### src/rtl/cfg_xact_engine.sv
module cfg_xact_engine #(
  parameter bit           NEWEST      = 1'b1,
  parameter int           DB_OSC_N    = 2,
  parameter int           DB_VOLT_N   = 2,
  parameter logic [255:0] DB_OSC_INIT = {8{32'd25000000}},
  parameter logic [255:0] DB_VOLT_TAB = {8{32'd1000000}}
) (
  input  logic        clk,
  input  logic        rst_n,
  input  logic        bus_wr,
  input  logic [11:0] bus_addr,
  input  logic [31:0] bus_wdata,
  output logic [31:0] bus_rdata,
  output logic        shutdown_req,
  output logic        reboot_req
);
  localparam int          MB_N      = 6;
  localparam logic [11:0] A_DATA    = 12'h0A0;
  localparam logic [11:0] A_CTRL    = 12'h0A4;
  localparam logic [11:0] A_STAT    = 12'h0A8;
  localparam logic [31:0] MB_VOLT   = 32'd3300000;
  localparam logic [31:0] CTRL_KEEP = 32'h7FF3_FFFF;

  function automatic logic [31:0] mb_rst(int i);
    return (i == 0) ? 32'd50000000 : (i == 1) ? 32'd23750000 : 32'd24000000;
  endfunction

  logic [31:0] data_q, ctrl_q;
  logic [1:0]  stat_q;
  logic [31:0] mb_osc [MB_N];
  logic [31:0] db_osc [DB_OSC_N];

  wire wr_data = NEWEST && bus_wr && (bus_addr == A_DATA);
  wire wr_ctrl = NEWEST && bus_wr && (bus_addr == A_CTRL);
  wire wr_stat = NEWEST && bus_wr && (bus_addr == A_STAT);
  wire go      = wr_ctrl && bus_wdata[31];
  wire is_wr   = bus_wdata[30];

  wire [5:0]  fn   = bus_wdata[25:20];
  wire [1:0]  site = bus_wdata[17:16];
  wire [11:0] dev  = bus_wdata[11:0];

  wire base_ok = (bus_wdata[29:26] == '0) && (bus_wdata[15:12] == '0) && !site[1];
  wire on_mb   = base_ok && !site[0];
  wire on_db   = base_ok && site[0];
  wire mb0     = on_mb && (dev == '0);

  wire osc_mb_hit = (fn == 6'd1) && on_mb && (dev < 12'(MB_N));
  wire osc_db_hit = (fn == 6'd1) && on_db && (dev < 12'(DB_OSC_N));

  logic [31:0] rd_val;
  logic        rd_hit;
  always_comb begin
    rd_val = '0;
    rd_hit = 1'b0;
    if (fn == 6'd1) begin
      for (int i = 0; i < MB_N; i++)
        if (on_mb && dev == 12'(i)) begin rd_hit = 1'b1; rd_val = mb_osc[i]; end
      for (int i = 0; i < DB_OSC_N; i++)
        if (on_db && dev == 12'(i)) begin rd_hit = 1'b1; rd_val = db_osc[i]; end
    end else if (fn == 6'd2) begin
      if (mb0) begin rd_hit = 1'b1; rd_val = MB_VOLT; end
      for (int i = 0; i < DB_VOLT_N; i++)
        if (on_db && dev == 12'(i)) begin rd_hit = 1'b1; rd_val = DB_VOLT_TAB[i*32 +: 32]; end
    end
  end

  wire wr_hit = osc_mb_hit || osc_db_hit ||
                (mb0 && (fn == 6'd7 || fn == 6'd8 || fn == 6'd9 || fn == 6'd11));
  wire ok = is_wr ? wr_hit : rd_hit;

  always_ff @(posedge clk or negedge rst_n) begin
    if (!rst_n) begin
      data_q       <= '0;
      ctrl_q       <= '0;
      stat_q       <= '0;
      shutdown_req <= 1'b0;
      reboot_req   <= 1'b0;
      for (int i = 0; i < MB_N; i++)     mb_osc[i] <= mb_rst(i);
      for (int i = 0; i < DB_OSC_N; i++) db_osc[i] <= DB_OSC_INIT[i*32 +: 32];
    end else begin
      shutdown_req <= go && is_wr && mb0 && (fn == 6'd8);
      reboot_req   <= go && is_wr && mb0 && (fn == 6'd9);
      if (wr_data) data_q <= bus_wdata;
      if (wr_stat) stat_q <= bus_wdata[1:0];
      if (wr_ctrl) ctrl_q <= bus_wdata & CTRL_KEEP;
      if (go) begin
        stat_q <= {~ok, 1'b1};
        if (!is_wr && ok) data_q <= rd_val;
        for (int i = 0; i < MB_N; i++)
          if (is_wr && osc_mb_hit && dev == 12'(i)) mb_osc[i] <= data_q;
        for (int i = 0; i < DB_OSC_N; i++)
          if (is_wr && osc_db_hit && dev == 12'(i)) db_osc[i] <= data_q;
      end
    end
  end

  always_comb begin
    bus_rdata = '0;
    if (NEWEST) begin
      case (bus_addr)
        A_DATA:  bus_rdata = data_q;
        A_CTRL:  bus_rdata = ctrl_q;
        A_STAT:  bus_rdata = {30'b0, stat_q};
        default: bus_rdata = '0;
      endcase
    end
  end
endmodule

### config.mk
export PLATFORM = sky130hd
export DESIGN_NAME = cfg_xact_engine
export DESIGN_NICKNAME = d
export VERILOG_FILES = /design/src/rtl/cfg_xact_engine.sv
export SDC_FILE = /design/constraint.sdc
export NUM_CORES = 1
export LEC_CHECK = 0
export ABC_AREA = 1
export BUFFER_PORTS_ARGS = -buffer_cell sky130_fd_sc_hd__buf_4
export CORE_ASPECT_RATIO = 0.7
export CORE_MARGIN = 2
export CORE_UTILIZATION = 65
export CTS_CLUSTER_DIAMETER = 60
export DETAILED_ROUTE_END_ITERATION = 10
export GPL_TIMING_DRIVEN = 1
export PLACE_DENSITY = 0.84
export SYNTH_ARGS = -nofsm -noshare
export SYNTH_HDL_FRONTEND = slang
export SYNTH_SLANG_ARGS = --single-unit
export TNS_END_PERCENT = 10
### constraint.sdc
create_clock -name clk -period 3.4 [get_ports clk]
set_input_delay 0.51 -clock clk [delete_from_list [all_inputs] [get_ports clk]]
set_output_delay 0.51 -clock clk [all_outputs]
set_load 0.01 [all_outputs]
==> metrics, run 1 <==
Port-buffer cells 80; Ys Warns 0; area of the mapped netlist ~0.016 mm^2; Mapped Cells approximately 2000; first-pass GRT wire length 69900 um; Nets roughly 2100; initial DRC count ~2000; TNS Setup 0 ns; Total GRT Usage 0.353; GPL Wtd Cong 0.933; minimum clock period after layout 3.02 ns; most common cell in the netlist nand2_1; Die Y roughly 130 um; Post-DRT Antenna Nets 0; pwr dens 440 mW/mm^2; Longest Clk Path Bufs 3; run status finished clean; register area share after synthesis 0.524; starting density of the core 0.659; final design utilization 0.740; Worst-Margin Slew 0.981 ns; Die Area ~0.025 mm^2; Max-Slew Margin vs Limit 0.345; share of async-settable or async-resettable flops after synthesis 1.00; vias in the first global route 12800; Max Slew Vio Count 0; hold crit path type in -> async; layout cell share with drive strength beyond 1 0.153; Clk pin slew, worst setup/hold paths around 0.060 ns; Final HPWL DP 27900 um; post-route clock period utilization 0.888; crit path kind in -> out; fmax roughly 330 MHz; Yosys cell types 37; # IOs a little over 80; endpoint class of the critical path primary output; DRC errors left 0; CP required between 2 and 3 ns; Crit Path Max Fanout 32; VDD IR max roughly 370 uV; synth top area cells dfrtp_1 (37%), nand2_1 (17%), dfstp_2 (15%), o21ai_0 (7.8%), o21ai_1 (4.2%); Resized cells post-CTS 0; syn nets 2051; CP Launch Type input pin; H-tree depth 2; TritonCTS Sinks around 320; leakage 8.06 nW; wire length per cell ~18 um; unrepaired setup endpoints after global routing false; post-CTS setup buffer count 0; clock skew between 0.02 and 0.025 ns; row cnt between 40 and 50; largest net degree at the start of global routing about 110; synthesis-stage register bit count roughly 320; cell area after layout about 0.017 mm^2; CTS tree yes; dpl cell area ~0.016 mm^2; initial antenna violation count 1; Synth area leader dfrtp_1; TritonCTS buffer count 34; Synth top area share 0.375; Die Wd 189 um; vias per cell a little under 6; clk_lat worst skew 0.51 ns; CTS root buffer clkbuf_16; commonest cells in the netlist nand2_1 (698), o21ai_0 (241), dfrtp_1 (233), nor2_1 (138), inv_1 (135); n_diodes 0; final WL between 40000 and 50000 um; hold buffer count at CTS 0; Max-Cap Viols 0; Syn Area/Cell 7.76 um^2; Final Hold Vio Count 0; core area between 0.02 and 0.025 mm^2; DRT Pass-1 Iters 6; EDFF count, synth 0; Main synth FF type dfrtp_1; area delta synth->final 12.2%; Final Setup Violations 0; GRT overflow 0; critical path arrival about 2.5 ns; via total after detailed routing roughly 14000
## power breakdown
part	internal (mW)	total (mW)	switching [mW]	leakage (nW)
clock	2.13	3.64	1.52	0.528
combinational	0.0567	0.201	0.144	3.37
sequential	3.83	3.83	0.00185	4.16
total	6.01	7.68	1.66	8.06
## kinds of logic (layout without fill, tap and decap cells)
logic type             count (synthesis)  in the layout  share of synthesized area
AOI/OAI and AO/OA                    418            418                      0.137
DFF                                  321            321                      0.524
buffers and inverters                256            320                     0.0667
and+or+nand+nor                     1002           1002                      0.268
muxes                                  7              7                    0.00499
## registers in the layout (all words and copies together) (netlist names)
| register | flops |
|---|---|
| reboot_req | 1 |
| stat_q | 2 |
| mb_osc | 192 |
| db_osc | 64 |
| data_q | 32 |
| shutdown_req | 1 |
| ctrl_q | 29 |
## per-stage QoR
step           total power [mW]  hold WS, ns  std cells  worst slack [ns]
3_5_place_dp               4.10        0.462       2325             0.290
3_3_place_gp               4.09        0.459       2325             0.341
5_1_grt                    7.86        0.128       2386             0.246
2_1_floorplan              3.94        0.214       2004              1.06
6_report                   7.68       0.0528       2386             0.382
4_1_cts                    7.68        0.105       2386             0.477
## metal layers
| metal | wire, um | GRT usage |
|---|---|---|
| met5 | 0 | 0 |
| met4 | 852 | 0.0881 |
| met3 | 6050 | 0.0964 |
| met2 | 18100 | 0.484 |
| met1 | 18500 | 0.556 |
## worst paths after layout
path	from	cells after the start	end	slack (ns)
setup / recovery	bus_addr[4]	9	bus_rdata[3]	0.38
hold / removal	rst_n	1	mb_osc[190]$_DFFE_PN0P_	0.05
setup reg to reg	mb_osc[177]$_DFFE_PN1P_	10	data_q[17]$_DFF_PN0_	1.96
hold reg to reg	mb_osc[50]$_DFFE_PN1P_	2	mb_osc[50]$_DFFE_PN1P_	0.47
max in group asynchronous	rst_n	2	mb_osc[181]$_DFFE_PN1P_	2.40
min in group clk	bus_wdata[20]	2	shutdown_req$_DFF_PN0_	0.24
## worst max-delay path, stage by stage
cell and delay, ns:
buf_4 0.11, nor2_1 0.10, nand3_1 0.10, nor2_2 0.20, nand2_1 0.12, nor2_1 0.17, inv_1 0.45, o21ai_0 0.54
buf_4 0.20
## layout by cell type, fill, tap and decap left out, types with 2 or more instances in the layout
master,synthesis,layout
a21oi_1,40,40
buf_12,0,3
buf_4,2,111
bufinv_16,0,2
clkbuf_1,70,12
clkbuf_16,0,35
clkbuf_8,0,3
clkinv_2,2,8
dfrtp_1,233,233
dfstp_2,88,88
inv_1,135,135
inv_2,6,6
inv_6,0,2
mux2_2,6,6
nand2_1,698,697
nand2_2,11,12
nand3_1,84,84
nand3_2,2,2
nand3_4,3,3
nand4_1,17,17
nor2_1,138,136
nor2_2,10,12
nor2_4,3,3
nor3_1,13,13
nor3_4,2,2
nor4_1,2,2
o211ai_1,5,5
o21ai_0,241,241
o21ai_1,130,130
or2_1,2,2
or2_2,13,13
## layout make-up
cell class / instances / area, um^2
inverters: 144 / 543
clock inverters: 11 / 115
repair buffers: 115 / 908
multi-input cells: 1427 / 6380
fillers: 1666 / 6130
clock buffers: 50 / 962
flip-flops and latches: 321 / 8140
well taps: 318 / 398
No activity file was read; power rests on OpenSTA's default activity.
==> run 2, diff against run 1 <==
MAX_ROUTING_LAYER = met4   (was unset)
RECOVER_POWER = 50   (was unset)
==> metrics, run 2 (synthesis gave the netlist of run 1 again) <==
CTS tree yes (unchanged); Total GRT Usage 0.358 (was 0.353); Cell Count, Final, Fillers Out 2383 (was 2386); area delta synth->final 11.1% (was 12.2%); net switching power 1.61 mW (was 1.66 mW); leakage 7.98 nW (was 8.06 nW); CP Launch Type input pin (unchanged); via total after detailed routing 14100 (was 14200); Nets 2087 (was 2090); largest registers mb_osc x192, db_osc x64, data_q x32 (unchanged); wire length per cell 18.0 um (was 18.2 um); run status complete, but fails checks (was finished clean); initial antenna violation count 0 (was 1); Port-buffer cells 80 (unchanged); first-pass GRT wire length 69200 um (was 69900 um); failing checks capacitance limit, slew limit; TritonCTS buffer count 31 (was 34); critical path arrival 2.39 ns (was 2.51 ns); core area 0.0236 mm^2 (unchanged); largest net degree at the start of global routing 95 (was 106); CP required 2.89 ns (about the same); Worst-Margin Slew 1.66 ns (was 0.981 ns); Final Setup Violations 0 (unchanged); row cnt 47 (unchanged); Die Y 133 um (unchanged); VDD IR max 517 uV (was 367 uV); TritonCTS Sinks 321 (unchanged); Max-Slew Margin vs Limit -0.108 (was 0.345); CTS root buffer clkbuf_16 (unchanged); layout cell share with drive strength beyond 1 0.150 (was 0.153); placed cells 2324 (was 2325); final WL 42800 um (was 43500 um); crit path kind in -> out (unchanged); # IOs 81 (unchanged); Max Slew Vio Count 66 (was 0); minimum clock period after layout 2.90 ns (was 3.02 ns); vias in the first global route 12900 (was 12800); most common cell after layout, fill and taps aside nand2_1 (unchanged); GRT overflow 0 (unchanged); most frequent cells in the layout nand2_1 (697), o21ai_0 (241), dfrtp_1 (233), nor2_1 (136), inv_1 (135) (unchanged); Die Wd 189 um (unchanged); starting density of the core 0.659 (unchanged); Final Hold Vio Count 0 (unchanged); post-route clock period utilization 0.852 (was 0.888); Max-Cap Viols 1 (was 0); pwr dens 423 mW/mm^2 (was 440 mW/mm^2); n_diodes 0 (unchanged); clk_lat worst skew 0.57 ns (was 0.51 ns); H-tree depth 1 (was 2); initial DRC count 1917 (was 2046); vias per cell 5.92 (was 5.93); Longest Clk Path Bufs 3 (unchanged); Sw Share 0.220 (was 0.217); clock skew 0.0107 ns (was 0.0213 ns); Clk pin slew, worst setup/hold paths 0.06 ns (about the same); fmax 345 MHz (was 331 MHz); Sequential Power Share 0.524 (was 0.499); P_int 5.70 mW (was 6.01 mW); TNS Setup 0 ns (unchanged); DRC errors left 0 (unchanged); hold crit path type in -> reg (was in -> async); Crit Path Max Fanout 32 (unchanged); Resized cells post-CTS 0 (unchanged); DRT Pass-1 Iters 6 (unchanged); number of flip-flops in the largest register 192 (unchanged); most flop-heavy register mb_osc (unchanged); Gate power share 0.026 (about the same); GPL Wtd Cong 0.929 (was 0.933); Post-DRT Antenna Nets 0 (unchanged); Die Area 0.0252 mm^2 (unchanged); endpoint class of the critical path primary output (unchanged); unrepaired setup endpoints after global routing false (unchanged); part of the power in the clock network 0.450 (was 0.475); Final HPWL DP 27700 um (was 27900 um)
[run 2: cell types whose count changed in the layout (fill, tap and decap cells not counted), moves of 3 or more]
| cell | change |
|---|---|
| clkbuf_1 | +4 |
| clkbuf_8 | +3 |
| buf_4 | -5 |
| clkbuf_4 | +3 |
| clkbuf_16 | -4 |
[run 2: worst max-delay path, stage by stage]
cell and delay (ns):
buf_4 0.11, nor2_1 0.09, nand2_1 0.09, nor2_2 0.23, nand2_1 0.13, nor2_1 0.15
inv_1 0.42, o21ai_0 0.46, buf_4 0.19
[run 2: per-stage QoR]
stage / setup WS [ns] / util / hold WS, ns / total power, mW / cell area (um^2)
after global placement: 0.361 / 0.694 / 0.459 / 4.09 / 16400
after detailed placement: 0.327 / 0.694 / 0.464 / 4.09 / 16400
after global routing: 0.0989 / 0.733 / 0.171 / 7.50 / 17300
after floorplan: 1.06 / - / 0.214 / 3.94 / 15600
final: 0.503 / 0.733 / 0.177 / 7.31 / 17300
after CTS: 0.481 / 0.735 / 0.171 / 7.33 / 17300
[run 2: routing by layer]
layer / GRT usage / wire length (um)
met1: 0.558 / 19200
met2: 0.485 / 17500
met5: - / 0
met3: 0.0680 / 5220
met4: 0.0781 / 801
[run 2: path summary, 6_finish.rpt]
check | startpoint | end | slack [ns] | cells past startpoint
worst min register to register | mb_osc[50]$_DFFE_PN1P_ | mb_osc[50]$_DFFE_PN1P_ | 0.47 | 2
worst max-delay path | bus_addr[11] | bus_rdata[11] | 0.50 | 9
min in group asynchronous | rst_n | mb_osc[62]$_DFFE_PN0P_ | 0.91 | 2
worst min-delay path | bus_wdata[20] | shutdown_req$_DFF_PN0_ | 0.18 | 2
max in group asynchronous | rst_n | mb_osc[38]$_DFFE_PN0P_ | 0.57 | 3
worst max register to register | mb_osc[181]$_DFFE_PN1P_ | data_q[21]$_DFF_PN0_ | 1.96 | 10
[run 2: area by class of cell]
| class | count | area, um^2 |
|---|---|---|
| clock buffer | 51 | 911 |
| clock inverter | 7 | 42.5 |
| fill | 1709 | 6300 |
| inverter | 144 | 543 |
| multi-input combinational | 1427 | 6380 |
| sequential | 321 | 8140 |
| tap | 318 | 398 |
| timing repair buffer | 115 | 866 |
[run 2: timing repair]
action	CTS	global route
setup buffers	0	0
hold buffers	1	0
hold endpoints to repair	46	0
[run 2: power groups by stage]
stage	clock [mW]	combinational [mW]	sequential [mW]
floorplan	0	0.0417	3.90
global placement	0	0.196	3.90
detailed placement	0	0.198	3.90
CTS	3.30	0.200	3.83
global route	3.45	0.215	3.83
finish	3.29	0.191	3.83
